==> config.mk <==
export PLATFORM = sky130hd
export DESIGN_NAME = adc_seq_ctrl
export DESIGN_NICKNAME = d
export VERILOG_FILES = /design/src/rtl/adc_seq_pkg.sv /design/src/rtl/adc_psc_div.sv /design/src/rtl/adc_conv_ctr.sv /design/src/rtl/adc_seq_ctrl.sv
export SDC_FILE = /design/constraint.sdc
export NUM_CORES = 1
export LEC_CHECK = 0
export ABC_AREA = 1
export BUFFER_PORTS_ARGS = -buffer_cell sky130_fd_sc_hd__buf_2
export CORE_ASPECT_RATIO = 0.75
export CORE_MARGIN = 4
export CORE_UTILIZATION = 50
export DETAILED_ROUTE_END_ITERATION = 7
export PLACE_DENSITY = 0.76
export SYNTH_ARGS = -nofsm -noshare
export SYNTH_HDL_FRONTEND = slang
export SYNTH_HIERARCHICAL = 1
export SYNTH_SLANG_ARGS = --single-unit
==> constraint.sdc <==
create_clock -name clk -period 3.7 [get_ports clk]
set_input_delay 0.185 -clock clk [delete_from_list [all_inputs] [get_ports clk]]
set_output_delay 0.185 -clock clk [all_outputs]
set_load 0.02 [all_outputs]
==> src/rtl/adc_seq_pkg.sv <==
package adc_seq_pkg;
  localparam int unsigned BIT_EN  = 7;
  localparam int unsigned BIT_GO  = 6;
  localparam int unsigned BIT_ATE = 5;
  localparam int unsigned BIT_FLG = 4;
  localparam int unsigned BIT_IE  = 3;

  // log2 of the divisor for a divider code; codes 0 and 1 both mean /2
  function automatic logic [2:0] div_shift(input logic [2:0] code);
    return (code == 3'd0) ? 3'd1 : code;
  endfunction
endpackage

==> src/rtl/adc_psc_div.sv <==
module adc_psc_div #(
  parameter int unsigned PSC_W = 7
) (
  input  logic       clk,
  input  logic       rst_n,
  input  logic       run,
  input  logic [2:0] sel,
  output logic       tick
);
  import adc_seq_pkg::*;

  logic [PSC_W-1:0] cnt_q;
  logic [PSC_W-1:0] mask;

  always_comb begin
    mask = (PSC_W'(1) << div_shift(sel)) - PSC_W'(1);
    tick = run && ((cnt_q & mask) == mask);
  end

  always_ff @(posedge clk or negedge rst_n) begin
    if (!rst_n)   cnt_q <= '0;
    else if (run) cnt_q <= cnt_q + PSC_W'(1);
    else          cnt_q <= '0;
  end

  AST_NO_EARLY_TICK: assert property (@(posedge clk) disable iff (!rst_n)
    (run && !$past(run)) |-> !tick);
endmodule

==> src/rtl/adc_conv_ctr.sv <==
module adc_conv_ctr #(
  parameter int unsigned LEN_FIRST = 25,
  parameter int unsigned LEN_NORM  = 13,
  localparam int unsigned CNT_W    = $clog2(LEN_FIRST + 1)
) (
  input  logic clk,
  input  logic rst_n,
  input  logic en,
  input  logic start,
  input  logic tick,
  output logic busy,
  output logic done
);
  localparam logic [CNT_W-1:0] LF = CNT_W'(LEN_FIRST);
  localparam logic [CNT_W-1:0] LN = CNT_W'(LEN_NORM);

  logic [CNT_W-1:0] cnt_q;
  logic [CNT_W-1:0] len_q;
  logic             busy_q;
  logic             first_q;

  assign busy = busy_q;
  assign done = en && busy_q && tick && (cnt_q == len_q - CNT_W'(1));

  always_ff @(posedge clk or negedge rst_n) begin
    if (!rst_n) begin
      busy_q  <= 1'b0;
      cnt_q   <= '0;
      len_q   <= LN;
      first_q <= 1'b1;
    end else if (!en) begin
      busy_q  <= 1'b0;
      cnt_q   <= '0;
      first_q <= 1'b1;
    end else if (start && !busy_q) begin
      busy_q  <= 1'b1;
      cnt_q   <= '0;
      len_q   <= first_q ? LF : LN;
      first_q <= 1'b0;
    end else if (done) begin
      busy_q <= 1'b0;
      cnt_q  <= '0;
    end else if (busy_q && tick) begin
      cnt_q <= cnt_q + CNT_W'(1);
    end
  end

  AST_CNT_BOUND: assert property (@(posedge clk) disable iff (!rst_n)
    busy_q |-> (cnt_q < len_q));
  AST_LEN_LEGAL: assert property (@(posedge clk) disable iff (!rst_n)
    busy_q |-> (len_q == LF || len_q == LN));
  AST_DONE_ENDS: assert property (@(posedge clk) disable iff (!rst_n)
    done |=> !busy_q);
endmodule

==> src/rtl/adc_seq_ctrl.sv <==
module adc_seq_ctrl #(
  parameter int unsigned RES_W     = 10,
  parameter int unsigned PSC_W     = 7,
  parameter int unsigned LEN_FIRST = 25,
  parameter int unsigned LEN_NORM  = 13
) (
  input  logic             clk,
  input  logic             rst_n,
  input  logic             reg_wr_en,
  input  logic [7:0]       reg_wdata,
  output logic [7:0]       reg_rdata,
  input  logic             trig_in,
  input  logic             gie,
  input  logic             irq_ack,
  input  logic [RES_W-1:0] smp_data,
  output logic [RES_W-1:0] result,
  output logic             irq
);
  import adc_seq_pkg::*;

  logic             en_q, ate_q, ie_q, flag_q, trig_q;
  logic [2:0]       psc_q;
  logic [RES_W-1:0] res_q;
  logic             en_nxt, start_req, tick, busy, conv_done, flag_clr;

  always_comb begin
    en_nxt    = reg_wr_en ? reg_wdata[BIT_EN] : en_q;
    start_req = (reg_wr_en && reg_wdata[BIT_GO]) || (ate_q && trig_in && !trig_q);
    flag_clr  = (reg_wr_en && reg_wdata[BIT_FLG]) || irq_ack;
  end

  adc_psc_div #(.PSC_W(PSC_W)) u_div (
    .clk(clk), .rst_n(rst_n), .run(en_q), .sel(psc_q), .tick(tick)
  );

  adc_conv_ctr #(.LEN_FIRST(LEN_FIRST), .LEN_NORM(LEN_NORM)) u_ctr (
    .clk(clk), .rst_n(rst_n), .en(en_nxt), .start(start_req), .tick(tick),
    .busy(busy), .done(conv_done)
  );

  always_ff @(posedge clk or negedge rst_n) begin
    if (!rst_n) begin
      en_q   <= 1'b0;
      ate_q  <= 1'b0;
      ie_q   <= 1'b0;
      psc_q  <= 3'd0;
      flag_q <= 1'b0;
      trig_q <= 1'b0;
      res_q  <= '0;
    end else begin
      trig_q <= trig_in;
      en_q   <= en_nxt;
      if (reg_wr_en) begin
        ate_q <= reg_wdata[BIT_ATE];
        ie_q  <= reg_wdata[BIT_IE];
        psc_q <= reg_wdata[2:0];
      end
      if (conv_done) begin
        flag_q <= 1'b1;
        res_q  <= smp_data;
      end else if (flag_clr) begin
        flag_q <= 1'b0;
      end
    end
  end

  assign reg_rdata = {en_q, busy, ate_q, flag_q, ie_q, psc_q};
  assign result    = res_q;
  assign irq       = flag_q && ie_q && gie;

  AST_BUSY_NEEDS_EN: assert property (@(posedge clk) disable iff (!rst_n)
    busy |-> en_q);
  AST_FLAG_AT_END: assert property (@(posedge clk) disable iff (!rst_n)
    ($fell(busy) && en_q) |-> flag_q);
  AST_ACK_CLEARS: assert property (@(posedge clk) disable iff (!rst_n)
    (irq_ack && !conv_done) |=> !flag_q);
  AST_RESULT_HOLD: assert property (@(posedge clk) disable iff (!rst_n)
    !$past(conv_done) |-> $stable(res_q));
endmodule

==> flow_metrics.env, run 1 <==
export IMPL_status="completed"
export IMPL_die_width_um=75.1
export IMPL_grt_pass1_vias=1350
export IMPL_required_ns=3.88
export IMPL_synth_seq_area_share=0.506
export IMPL_setup_violations_final=0
export IMPL_path_max_fanout=12
export IMPL_synthArstFlopShare=1.00
export IMPL_r2r_slack_ns=1.09
export IMPL_power_leakage_nw=1.19
export IMPL_vias=1416
export IMPL_synth_seq_cells=34
export IMPL_synth_edf_count=0
export IMPL_synth_adder_area_share=0.0297
export IMPL_area_delta_synth_final_pct=19.1
export IMPL_hold_path_class="in2reg"
export IMPL_setup_tns_ns=0
export IMPL_numCtsBuffers=5
export IMPL_post_route_period_util=0.706
export IMPL_core_area_um2=3080
export IMPL_swShare=0.235
export IMPL_final_area_um2=2010
export IMPL_cts_resized=0
export IMPL_first_pass_iters=4
export IMPL_ctsRootBufferMaster="clkbuf_8"
export IMPL_synth_area_mux_share=0
export IMPL_cts_sinks=34
export IMPL_boundaryPins=43
export IMPL_vias_per_cell=4.78
export IMPL_synth_top_cell_by_area="dfrtp_1"
export IMPL_synth_compound_area_share=0.0653
export IMPL_drv_slew=0
export IMPL_hold_viol=0
export IMPL_grt_pass1_wl_um=5730
export IMPL_dp_hpwl_um=2610
export IMPL_drc=0
export IMPL_synth_area_um2=1690
export IMPL_power_frac_comb=0.104
export IMPL_grt_max_degree=35
export IMPL_dpl_cell_area_um2=1880
export IMPL_syn_inst=215
export IMPL_yosys_area_share_simple=0.277
export IMPL_cap_violations=0
export IMPL_wl_per_cell_um=11.6
export IMPL_synth_top_family_by_area="simple AND/OR/NAND/NOR gates"
export IMPL_antenna_cells=0
export IMPL_antenna_found_initial=0
export IMPL_yosysTopAreaCellShare=0.475
export IMPL_grt_util_all_layers=0.176
export IMPL_rsz0062_at_grt="no"
export IMPL_power_density_nw_per_um2=419
export IMPL_period_minus_slack_ns=2.61
export IMPL_h_tree_depth=2
export IMPL_final_nets=285
export IMPL_p_switching_mw=0.198
export IMPL_post_synth_cell_area_avg_um2=7.84
export IMPL_internal_power_mw=0.644
export IMPL_drt_total_wl_um=3440
export IMPL_drtAntennaViolNets=0
export IMPL_finalClockSkew_ns=0.0100
export IMPL_die_area_um2=4380
export IMPL_rows=17
export IMPL_drt_initial_drc_count=120
export IMPL_cts_tree="yes"
export IMPL_grt_overflow=0
export IMPL_worst_pin_slew_ns=0.735
export IMPL_synth_nets=243
export IMPL_synth_area_leaders="dfrtp_1 (47%), nand2_1 (17%), inv_1 (7.3%)"
export IMPL_clock_power_share=0.412
export IMPL_start_kind="flop"
export IMPL_ir_drop_uv=263
export IMPL_synth_distinct_cells=26
export IMPL_ys_flop_type="dfrtp_1"
export IMPL_seq_power_share=0.484
export IMPL_maxSlewHeadroom=0.510
export IMPL_clk_pin_slew_ns=0.07
export IMPL_synth_common_cells="nand2_1 (75), inv_1 (33), dfrtp_1 (32)"
export IMPL_synth_xor_area_share=0.00519
export IMPL_clk_path_buf_depth=2
export IMPL_fmax_mhz=383
export IMPL_drive_gt1_frac=0.236
export IMPL_initial_core_util=0.547
export IMPL_synth_most_common_cell="nand2_1"
export IMPL_postCtsSetupRepairBufs=0
export IMPL_crit_arrival_ns=2.79
export IMPL_crit_type="reg2reg"
export IMPL_io_buffer_count=42
export IMPL_ys_warnings_count=6
export IMPL_die_y_um=58.3
export IMPL_cp_end_kind="flop"
export IMPL_place_congestion=0.776
export IMPL_clk_latency_ns=0.28
[power by group through the flow]
| stage | logic (mW) | clock network (mW) | registers (mW) |
|---|---|---|---|
| 2_1_floorplan | 0.0548 | 0 | 0.414 |
| 3_3_place_gp | 0.0858 | 0 | 0.414 |
| 3_5_place_dp | 0.0873 | 0 | 0.414 |
| 4_1_cts | 0.0887 | 0.355 | 0.408 |
| 5_1_grt | 0.0994 | 0.372 | 0.410 |
| 6_report | 0.0876 | 0.347 | 0.408 |
[placed cells by master (no fill, tap or decap)]
cell / count
clkbuf_1: 1
bufinv_16: 1
clkbuf_8: 6
o21a_1: 1
a21oi_1: 5
or2_2: 1
o31ai_1: 1
nand2_2: 4
xor2_1: 1
nand3_2: 2
nor2_1: 15
nand4_1: 1
nand3_1: 11
dfstp_2: 2
buf_2: 42
nand2_1: 75
o21ai_0: 11
nor3_1: 1
dfrtp_1: 32
nor2_2: 1
o21ai_1: 1
ha_1: 4
and3_1: 1
o211a_1: 1
inv_1: 33
conb_1: 1
inv_2: 2
dlygate4sd3_1: 1
[registers in the layout, summed over array words and instances (netlist names)]
name	cells
ate_q	1
en_q	1
flag_q	1
ie_q	1
psc_q	3
result	10
trig_q	1
u_ctr/busy	1
u_ctr/cnt_q	5
u_ctr/first_q	1
u_ctr/len_q	2
u_div/cnt_q	7
[layout make-up]
type | count | area [um2]
Fill cell | 274 | 1070
Sequential cell | 34 | 853
Multi-Input combinational cell | 138 | 641
Timing Repair Buffer | 43 | 220
Inverter | 35 | 131
Clock buffer | 7 | 86.3
Tap cell | 38 | 47.5
Clock inverter | 1 | 30.0
[timing repair]
item	4_1_cts	5_1_grt
hold buffers	1	0
endpoints found under the hold margin	32	0
setup endpoints to repair	0	0
[worst max-delay path, cell delays in order (launching register included)]
cell     delay [ns]
dfrtp_1        0.45
or2_2          0.32
ha_1           0.28
o211a_1        0.16
nand2_1        0.05
nor2_1         0.13
nand2_2        0.10
inv_1          0.09
nand3_2        0.08
nor2_2         0.39
inv_1          0.29
nand2_1        0.12
nand2_1        0.06
[cells by family after synthesis]
kind of cell	Yosys count
AND/OR/NAND/NOR	112
buffers and inverters	43
flip-flops	34
AO/OA/AOI/OAI	20
adder cells (fa/ha/maj)	4
XOR/XNOR	1
other	1
[stage by stage]
step	power, mW	util	std cells	hold WS [ns]	worst slack [ns]
5_1_grt	0.881	0.652	296	0.0214	0.851
3_5_place_dp	0.502	0.611	287	0.284	1.07
3_3_place_gp	0.499	0.611	287	0.286	1.27
2_1_floorplan	0.469	-	215	-0.111	1.59
6_report	0.842	0.652	296	0.0248	1.09
4_1_cts	0.851	0.652	296	0.0156	1.06
[final timing paths]
| path | cells past startpoint | start | end |
|---|---|---|---|
| hold / removal | 1 | trig_in | trig_q |
| min in group asynchronous | 2 | rst_n | result[6] |
| hold reg to reg | 2 | result[4] | result[4] |
| max in group asynchronous | 2 | rst_n | u_div/cnt_q[0] |
| setup reg to reg | 12 | psc_q[1] | result[9] |
| setup / recovery | 12 | psc_q[1] | result[9] |
[metal layers]
metal,vias up,track usage,share of wire
li1,729,-,-
met1,637,0.252,0.49
met2,43,0.256,0.44
met3,7,0.0512,0.060
met4,0,0.0609,0.014
met5,-,0,0
(Power assumes the default switching activity.)
==> run 2, diff against run 1 <==
Settings changed: ABC_AREA 1 to 0.
Clock period 3.7 ns to 2.65 ns, I/O delays scaled along.
==> run 2 against run 1 <==
Compared with the run above:
- die area down 2.3%
- critical endpoint is now result[0]
- total power increased by 33%
- synthesized cell count down 38%
- via count shrank 20%
- worst hold slack better by 0.050 ns
- final cell count fell by 27%
==> flow_metrics.env, run 2 <==
export IMPL_synthArstFlopShare=1.00
export IMPL_clk_latency_ns=0.28
export IMPL_cp_end_kind="flop"
export IMPL_finalNonFillerCells=217
export IMPL_antenna_found_initial=0
export IMPL_setup_tns_ns=0
export IMPL_mostFrequentLayoutCells="buf_2 (42), dfrtp_1 (32), nand2_1 (13), mux2_4 (9), mux2_2 (8)"
export IMPL_numCtsBuffers=5
export IMPL_synth_seq_area_share=0.519
export IMPL_dpl_cell_area_um2=1860
export IMPL_die_area_um2=4280
export IMPL_yosysTopAreaCellShare=0.487
export IMPL_crit_type="reg2reg"
export IMPL_synth_area_leaders="dfrtp_1 (49%), mux2_4 (8.2%), mux2_2 (5.5%)"
export IMPL_vias=1130
export IMPL_worst_pin_slew_ns=0.732
export IMPL_place_congestion=0.786
export IMPL_power_total_mw=1.12
export IMPL_synth_common_cells="dfrtp_1 (32), nand2_1 (13), mux2_4 (9)"
export IMPL_period_minus_slack_ns=2.46
export IMPL_power_leakage_nw=0.959
export IMPL_drt_total_wl_um=3120
export IMPL_cts_tree="yes"
export IMPL_post_route_period_util=0.929
export IMPL_vias_per_cell=5.21
export IMPL_final_nets=206
export IMPL_postCtsSetupRepairBufs=0
export IMPL_ir_drop_uv=475
export IMPL_synth_area_um2=1640
export IMPL_finalClockSkew_ns=0.00515
export IMPL_synth_edf_count=0
export IMPL_antenna_cells=0
export IMPL_fmax_mhz=406
export IMPL_status="completed"
export IMPL_rows=17
export IMPL_ys_flop_type="dfrtp_1"
export IMPL_crit_arrival_ns=2.63
export IMPL_startpoint="psc_q[1]"
export IMPL_first_pass_iters=4
export IMPL_synth_nets=162
export IMPL_hold_viol=0
export IMPL_synth_seq_cells=34
export IMPL_die_y_um=57.6
export IMPL_start_kind="flop"
export IMPL_grt_pass1_wl_um=5150
export IMPL_power_density_nw_per_um2=566
export IMPL_boundaryPins=43
export IMPL_drtAntennaViolNets=0
export IMPL_synth_top_cell_by_area="dfrtp_1"
export IMPL_io_buffer_count=42
export IMPL_area_delta_synth_final_pct=20.3
export IMPL_h_tree_depth=2
export IMPL_maxSlewHeadroom=0.512
export IMPL_ctsRootBufferMaster="clkbuf_8"
export IMPL_drc=0
export IMPL_final_area_um2=1980
export IMPL_required_ns=2.82
export IMPL_grt_max_degree=35
export IMPL_fin_hold_ws_ns=0.0746
export IMPL_grt_util_all_layers=0.162
export IMPL_hold_path_class="in2reg"
export IMPL_path_max_fanout=17
export IMPL_largest_reg_flops=10
export IMPL_rsz0062_at_grt="no"
export IMPL_wl_per_cell_um=14.4
export IMPL_place_inst=207
export IMPL_core_area_um2=3040
export IMPL_drv_slew=0
export IMPL_cap_violations=0
export IMPL_initial_core_util=0.540
export IMPL_setup_violations_final=0
export IMPL_grt_overflow=0
export IMPL_post_synth_cell_area_avg_um2=12.3
export IMPL_drt_initial_drc_count=40
export IMPL_clk_path_buf_depth=2
export IMPL_layout_commonest_cell="buf_2"
export IMPL_worstHoldStart="smp_data[4]"
export IMPL_ys_warnings_count=6
export IMPL_grt_pass1_vias=1112
export IMPL_synth_most_common_cell="dfrtp_1"
export IMPL_cts_sinks=34
export IMPL_drive_gt1_frac=0.430
export IMPL_synth_distinct_cells=37
export IMPL_die_width_um=74.2
export IMPL_r2r_start="psc_q[1]"
export IMPL_clk_pin_slew_ns=0.06
export IMPL_dp_hpwl_um=2330
export IMPL_syn_inst=134
## run 2: changes by cell type after synthesis, sizes merged, moves of 3 or more
| cell | before | now |
|---|---|---|
| and2 | 0 | 4 |
| inv | 35 | 3 |
| nor2 | 16 | 4 |
| xor2 | 1 | 4 |
| o21ai | 12 | 5 |
| nand3 | 13 | 5 |
| xnor2 | 0 | 5 |
| nor2b | 0 | 3 |
| mux2 | 0 | 17 |
| nand2 | 79 | 13 |
| a21oi | 5 | 1 |
## run 2: kinds of logic after synthesis
family / Yosys count / synth area share
AO/OA/AOI/OAI: 15 / 0.0640
XOR/XNOR: 9 / 0.0480
adder cells (fa/ha/maj): 4 / 0.0305
buffers and inverters: 11 / 0.0465
other: 1 / 0.00228
multiplexers: 17 / 0.137
flip-flops: 34 / 0.519
AND/OR/NAND/NOR: 43 / 0.152
## run 2: final cells by class
cell class	instances	area [um2]
clock buffer	8	90.1
fill	243	1060
inverter	3	11.3
multi-input combinational	89	724
sequential	34	853
tap	38	47.5
timing repair buffer	45	250
## run 2: path summary, 6_finish.rpt
check,to,slack (ns),cells after the start
min in group asynchronous,u_div/cnt_q[6],0.45,2
hold / removal,result[4],0.07,2
hold reg to reg,u_ctr/first_q,0.48,2
setup reg to reg,result[0],0.19,9
max in group asynchronous,result[8],1.73,2
setup / recovery,result[0],0.19,9
## run 2: per-stage QoR
| step | setup WS, ns | utilization |
|---|---|---|
| finish | 0.188 | 0.650 |
| global route | 0.0550 | 0.650 |
| CTS | 0.118 | 0.648 |
| detailed placement | 0.132 | 0.612 |
| global placement | 0.243 | 0.612 |
| floorplan | 0.0708 | - |
## run 2: power by group
| group | switching, mW | leakage (nW) | internal, mW |
|---|---|---|---|
| registers | 0.0333 | 0.445 | 0.556 |
| logic | 0.0808 | 0.469 | 0.0641 |
| clock network | 0.173 | 0.0455 | 0.212 |
## run 2: timing repair
action | in CTS | in global routing
resized for setup | 0 | 1
hold endpoints to repair | 33 | 0
hold buffers | 2 | 0
setup endpoints to repair | 0 | 7
## run 2: worst max-delay path, cell delays in order, from the launching register on
cell	delay, ns
dfrtp_1	0.42
or2_2	0.31
ha_1	0.19
xnor2_1	0.16
nor2_1	0.09
nor3_4	0.27
nand3_2	0.15
nor4_4	0.21
buf_12	0.20
mux2_2	0.34
## run 2: per-layer routing
metal  vias up  global-route usage  routed length, um
li1        547                   -                  -
met1       541               0.211               1330
met2        34               0.249               1530
met3         8              0.0451                196
met4         0              0.0775                 61
met5         -                   0                  0
